File: src/rtl/pair_issue_pkg.sv
package pair_issue_pkg;
  parameter int GROUP_W = 3;
  parameter int PIPE_W  = 2;
  parameter int SLOTS   = 2;
  localparam int CNT_W  = $clog2(SLOTS + 1);

  // group class codes; any code at or above GRP_SOLO issues alone
  localparam logic [GROUP_W-1:0] GRP_FLEX = 3'd0;
  localparam logic [GROUP_W-1:0] GRP_INT  = 3'd1;
  localparam logic [GROUP_W-1:0] GRP_LS   = 3'd2;
  localparam logic [GROUP_W-1:0] GRP_BR   = 3'd3;
  localparam logic [GROUP_W-1:0] GRP_FE   = 3'd4;
  localparam logic [GROUP_W-1:0] GRP_SOLO = 3'd5;

  typedef enum logic [PIPE_W-1:0] {
    PIPE_INT = 2'd0,
    PIPE_LS  = 2'd1,
    PIPE_BR  = 2'd2,
    PIPE_FE  = 2'd3
  } pipe_e;

  // strobes from the pairing control to the steering datapath
  typedef struct packed {
    logic issueFirst;
    logic issueSecond;
    logic firstToLs;
    logic secondToLs;
  } issue_strobe_t;
endpackage

File: src/rtl/pair_issue_ctrl.sv
module pair_issue_ctrl
  import pair_issue_pkg::*;
(
  input  logic               slot0Valid,
  input  logic [GROUP_W-1:0] slot0Group,
  input  logic               slot1Valid,
  input  logic [GROUP_W-1:0] slot1Group,
  input  logic               depHold,
  input  logic               downReady,
  output issue_strobe_t      strobes
);
  logic soloA, soloB, sameGroup, groupsFit;

  always_comb begin
    soloA     = (slot0Group >= GRP_SOLO);
    soloB     = (slot1Group >= GRP_SOLO);
    sameGroup = (slot0Group == slot1Group);
    // same-group pairs only allowed for the flexible class
    groupsFit = !soloA && !soloB && (!sameGroup || (slot0Group == GRP_FLEX));

    strobes.issueFirst  = slot0Valid && downReady;
    strobes.issueSecond = strobes.issueFirst && slot1Valid && !depHold && groupsFit;
    // flexible entry yields the integer pipe only to an integer partner,
    // and the younger of two flexible entries takes load/store
    strobes.firstToLs   = strobes.issueSecond && (slot0Group == GRP_FLEX) &&
                          (slot1Group == GRP_INT);
    strobes.secondToLs  = strobes.issueSecond && (slot1Group == GRP_FLEX) &&
                          ((slot0Group == GRP_INT) || (slot0Group == GRP_FLEX));
  end

  always_comb begin
    if (!downReady) begin
      assert_ready_blocks_R1: assert (!strobes.issueFirst && !strobes.issueSecond)
        else $error("issue while downstream not ready");
    end
    if (strobes.issueSecond) begin
      assert_in_order_R2: assert (strobes.issueFirst && slot0Valid)
        else $error("second issued without first");
      assert_solo_alone_R7: assert (slot0Group < GRP_SOLO && slot1Group < GRP_SOLO)
        else $error("solo entry shared a cycle");
      assert_dep_single_R8: assert (!depHold)
        else $error("pair issued under dependency hold");
    end
  end
endmodule

File: src/rtl/pair_issue_steer.sv
module pair_issue_steer
  import pair_issue_pkg::*;
(
  input  issue_strobe_t      strobes,
  input  logic [GROUP_W-1:0] slot0Group,
  input  logic [GROUP_W-1:0] slot1Group,
  output logic               issue0Valid,
  output logic [PIPE_W-1:0]  issue0Pipe,
  output logic               issue1Valid,
  output logic [PIPE_W-1:0]  issue1Pipe,
  output logic [CNT_W-1:0]   consumed
);
  logic [GROUP_W-1:0] grpArr  [SLOTS];
  logic               actArr  [SLOTS];
  logic               toLsArr [SLOTS];
  pipe_e              pipeArr [SLOTS];

  always_comb begin
    grpArr[0]  = slot0Group;
    grpArr[1]  = slot1Group;
    actArr[0]  = strobes.issueFirst;
    actArr[1]  = strobes.issueSecond;
    toLsArr[0] = strobes.firstToLs;
    toLsArr[1] = strobes.secondToLs;
  end

  for (genvar s = 0; s < SLOTS; s++) begin : g_lane
    always_comb begin
      if (!actArr[s]) begin
        pipeArr[s] = PIPE_INT;
      end else begin
        unique case (grpArr[s])
          GRP_INT:  pipeArr[s] = PIPE_INT;
          GRP_LS:   pipeArr[s] = PIPE_LS;
          GRP_BR:   pipeArr[s] = PIPE_BR;
          GRP_FE:   pipeArr[s] = PIPE_FE;
          GRP_FLEX: pipeArr[s] = toLsArr[s] ? PIPE_LS : PIPE_INT;
          default:  pipeArr[s] = PIPE_INT;
        endcase
      end
    end
  end

  always_comb begin
    issue0Valid = actArr[0];
    issue1Valid = actArr[1];
    issue0Pipe  = pipeArr[0];
    issue1Pipe  = pipeArr[1];
    consumed    = CNT_W'(actArr[0]) + CNT_W'(actArr[1]);
  end

  always_comb begin
    if (strobes.issueSecond) begin
      assert_distinct_pipes_R3: assert (pipeArr[0] != pipeArr[1])
        else $error("two issued entries on one pipe");
    end
    if (strobes.issueSecond && slot0Group == GRP_FLEX && slot1Group == GRP_FLEX) begin
      assert_flex_pair_lanes_R5: assert (pipeArr[0] == PIPE_INT && pipeArr[1] == PIPE_LS)
        else $error("flexible pair misplaced");
    end
    if (!strobes.issueSecond) begin
      assert_idle_pipe_zero_R9: assert (issue1Pipe == '0)
        else $error("idle lane pipe not zero");
    end
  end
endmodule

File: src/rtl/pair_issue_unit.sv
module pair_issue_unit
  import pair_issue_pkg::*;
(
  input  logic               slot0Valid,
  input  logic [GROUP_W-1:0] slot0Group,
  input  logic               slot1Valid,
  input  logic [GROUP_W-1:0] slot1Group,
  input  logic               depHold,
  input  logic               downReady,
  output logic               issue0Valid,
  output logic [PIPE_W-1:0]  issue0Pipe,
  output logic               issue1Valid,
  output logic [PIPE_W-1:0]  issue1Pipe,
  output logic [CNT_W-1:0]   consumed
);
  issue_strobe_t strobes;

  pair_issue_ctrl ctrl_i (
    .slot0Valid (slot0Valid),
    .slot0Group (slot0Group),
    .slot1Valid (slot1Valid),
    .slot1Group (slot1Group),
    .depHold    (depHold),
    .downReady  (downReady),
    .strobes    (strobes)
  );

  pair_issue_steer steer_i (
    .strobes     (strobes),
    .slot0Group  (slot0Group),
    .slot1Group  (slot1Group),
    .issue0Valid (issue0Valid),
    .issue0Pipe  (issue0Pipe),
    .issue1Valid (issue1Valid),
    .issue1Pipe  (issue1Pipe),
    .consumed    (consumed)
  );
endmodule

File: config.mk
export PLATFORM = sky130hd
export DESIGN_NAME = pair_issue_unit
export DESIGN_NICKNAME = d
export VERILOG_FILES = /design/src/rtl/pair_issue_pkg.sv /design/src/rtl/pair_issue_ctrl.sv /design/src/rtl/pair_issue_steer.sv /design/src/rtl/pair_issue_unit.sv
export SDC_FILE = /design/constraint.sdc
export NUM_CORES = 1
export LEC_CHECK = 0
export CAP_MARGIN = 0
export CORE_AREA = 5 5 42 44
export DETAILED_ROUTE_END_ITERATION = 8
export DIE_AREA = 0 0 47 49
export MAX_ROUTING_LAYER = met4
export PLACE_DENSITY = 0.43
export SYNTH_ARGS = -nofsm -noshare
export SYNTH_HDL_FRONTEND = slang
export SYNTH_HIERARCHICAL = 1
export SYNTH_SLANG_ARGS = --single-unit
File: constraint.sdc
create_clock -name vclk -period 3.1
set_input_delay 0.31 -clock vclk [all_inputs]
set_output_delay 0.31 -clock vclk [all_outputs]
set_load 0.02 [all_outputs]
==> results_dict.tcl, run 1 <==
set metrics [dict create \
    cp.buffers_inverters 2 \
    dp.cells 63 \
    die_area_um2 2303 \
    clkPwrFrac_pct 0 \
    worst_pin_slew_ns 0.3422 \
    cts_setup_buffers 0 \
    port_buffers 18 \
    switchingPower_uw 17.87 \
    wl_per_cell_um 10.16 \
    fmax_ghz 0.3516 \
    yosysUniqueCellTypes 18 \
    fin_crit_sh_pct 91.74 \
    yosys_warnings 6 \
    setup_slack_ns 0.2560 \
    cts.hold.buffers_added 0 \
    antenna_found_initial 0 \
    viasPerCell 4.413 \
    die_x_um 47 \
    fillerInstances 171 \
    worstHoldEndpoint "issue0Valid" \
    cp_top_family "buffers and inverters" \
    nFlopsAndLatches 0 \
    cts_resized 0 \
    die_h_um 49 \
    area_growth_pct 91.67 \
    netlist_area_um2 210.2 \
    grt_max_degree 9 \
    critPathCaptureType "primary output" \
    drt-initial-drc-count 2 \
    synth_common_cells "nor3_1 (4), nand2b_1 (3), o21ai_0 (3), xor2_1 (3)" \
    grt_use_total_pct 5.899 \
    vias 278 \
    core_um2 1401 \
    drc_errors 0 \
    hold_path.startpoint "downReady" \
    syn_inst 30 \
    vdd_drop_max_mv 0.02594 \
    swShare_pct 44.49 \
    slew_violations 0 \
    regArea_um2 0 \
    period_minus_slack_ns 2.844 \
    hold_viol_final 0 \
    crit_top_cell "clkdlybuf4s50_1" \
    fin_cells 63 \
    drt_wl_total_um 640 \
    yosys.cell_count.top_type "nor3_1" \
    drt_first_pass_iters 4 \
    min_path_type "in2out" \
    p_per_area_nw_per_um2 99.67 \
    drv_cap 0 \
    ys_seq_area_share_pct 0 \
    power.internal_uw 22.29 \
    p_comb_share_pct 100.0 \
    dp_worst_setup_slack_ns 0.2589 \
    final_util_pct 28.75 \
    grt_first_pass_wirelength_mm 1.069 \
    path_max_fanout 8 \
    cp_cell_sequence "clkdlybuf4s50_1 -> nor4_1 -> nand2b_1 -> nor3b_2 -> nor3_1 -> a2111oi_1 -> clkdlybuf4s50_1" \
    setup_viol 0 \
    final_nets 60 \
    slowest_delay_ns 0.67 \
    syn_avg_cell_area_um2 7.007 \
    hpwl_um 543.3 \
    clockBufferCount 0 \
    overflow 0 \
    layout-drive-gt1-share_pct 6.383 \
    cpMaxStageDelayCell "clkdlybuf4s50_1" \
    timing.slew.headroom_pct 77.01 \
    rsz0062_at_grt "false" \
    antenna_cells 0 \
    ioPinCount 18 \
    multi_input_area_um2 191.4 \
    syn_nets 41 \
    synth.largest_area_cell "xor2_1" \
    path_class "in2out" \
    cp.arrival_ns 2.53 \
    p_leak_uw 0.0001288 \
    power_frac_seq_pct 0 \
    outcome "complete, no violations" \
    row_count 14 \
    holdPathStages 3 \
    grt_pass1_vias 263 \
    synth_area_leaders "xor2_1 (12%), nor3_1 (9.5%), nand2b_1 (8.9%), nand4b_1 (8.3%), o21ai_0 (7.1%)" \
    tns_ns 0 \
    place_congestion 0.6144 \
    drtAntennaViolNets 0 \
    worstPathRequired_ns 2.79 \
    start_util_pct 15.00 \
    worst_setup_path_start_kind "primary input" \
    yosysTopAreaCellShare_pct 12.50 \
]
[cells in the final DEF, fill, tap and decap left out]
cell type / count
nand2_1: 1
clkdlybuf4s50_1: 18
nand2b_1: 3
nor4_1: 2
nor3_1: 4
nor3b_2: 1
o21ai_0: 3
a211oi_1: 1
nand3b_1: 1
and2_1: 1
nand4b_1: 2
nor2_1: 1
inv_1: 1
ha_1: 1
or3b_1: 1
a21oi_2: 1
xor2_1: 3
buf_4: 1
a2111oi_1: 1
[layer usage]
metal | vias to the layer above | routed length [µm] | global-route usage [%]
met2 | 8 | 327 | 9.955
met5 | - | 0 | -
met4 | 0 | 0 | 0
met1 | 118 | 290 | 8.261
met3 | 0 | 21 | 0
li1 | 152 | - | -
[power groups by stage]
| stage | Clock, µW | Sequential, µW | Combinational [µW] |
|---|---|---|---|
| after detailed placement | 0 | 0 | 40.5 |
| after global placement | 0 | 0 | 40.8 |
| after floorplan | 0 | 0 | 16.2 |
| after global routing | 0 | 0 | 43.7 |
| after CTS | 0 | 0 | 40.7 |
| final | 0 | 0 | 40.2 |
[worst min-delay path: stages]
cell	delay (ns)
clkdlybuf4s50_1	0.41
and2_1	0.17
clkdlybuf4s50_1	0.54
[stage by stage]
stage | area (µm²) | hold slack [ns] | total power (µW)
floorplan | 210.2 | 0.6997 | 16.15
global placement | 402.9 | 1.758 | 40.82
detailed placement | 402.9 | 1.756 | 40.46
CTS | 402.9 | 1.757 | 40.70
global route | 402.9 | 1.789 | 43.72
finish | 402.9 | 1.746 | 40.15
[layout make-up]
cell class	instances	area share [%]
Timing Repair Buffer	19	46.58
Multi-Input combinational cell	27	47.52
Tap cell	16	4.969
Inverter	1	0.9317
[how the worst max path moves through the flow]
stage | end | startpoint | depth (start not counted) | slack, ns
after floorplan | issue0Pipe[0] | slot0Group[1] | 5 | 1.05
after global placement | issue0Pipe[0] | slot0Group[1] | 7 | 0.21
after detailed placement | issue0Pipe[0] | slot0Group[1] | 7 | 0.26
after CTS | issue0Pipe[0] | slot0Group[1] | 7 | 0.23
after global routing | issue0Pipe[0] | slot0Group[1] | 7 | 0.03
final | issue0Pipe[0] | slot0Group[1] | 7 | 0.26
[kinds of logic after synthesis]
| group | count (synthesis) | synth area share [%] |
|---|---|---|
| compound gates | 6 | 19.64 |
| xor+xnor | 3 | 12.50 |
| fa+ha+maj | 1 | 5.951 |
| buf+inv | 3 | 8.925 |
| simple gates | 17 | 52.98 |
(Power assumes the default switching activity.)
==> run 2, diff against run 1 <==
GPL_ROUTABILITY_DRIVEN = 1   (was not set)
==> results of run 2 <==
The final DEF is identical to that of run 1; final timing and power are the same.
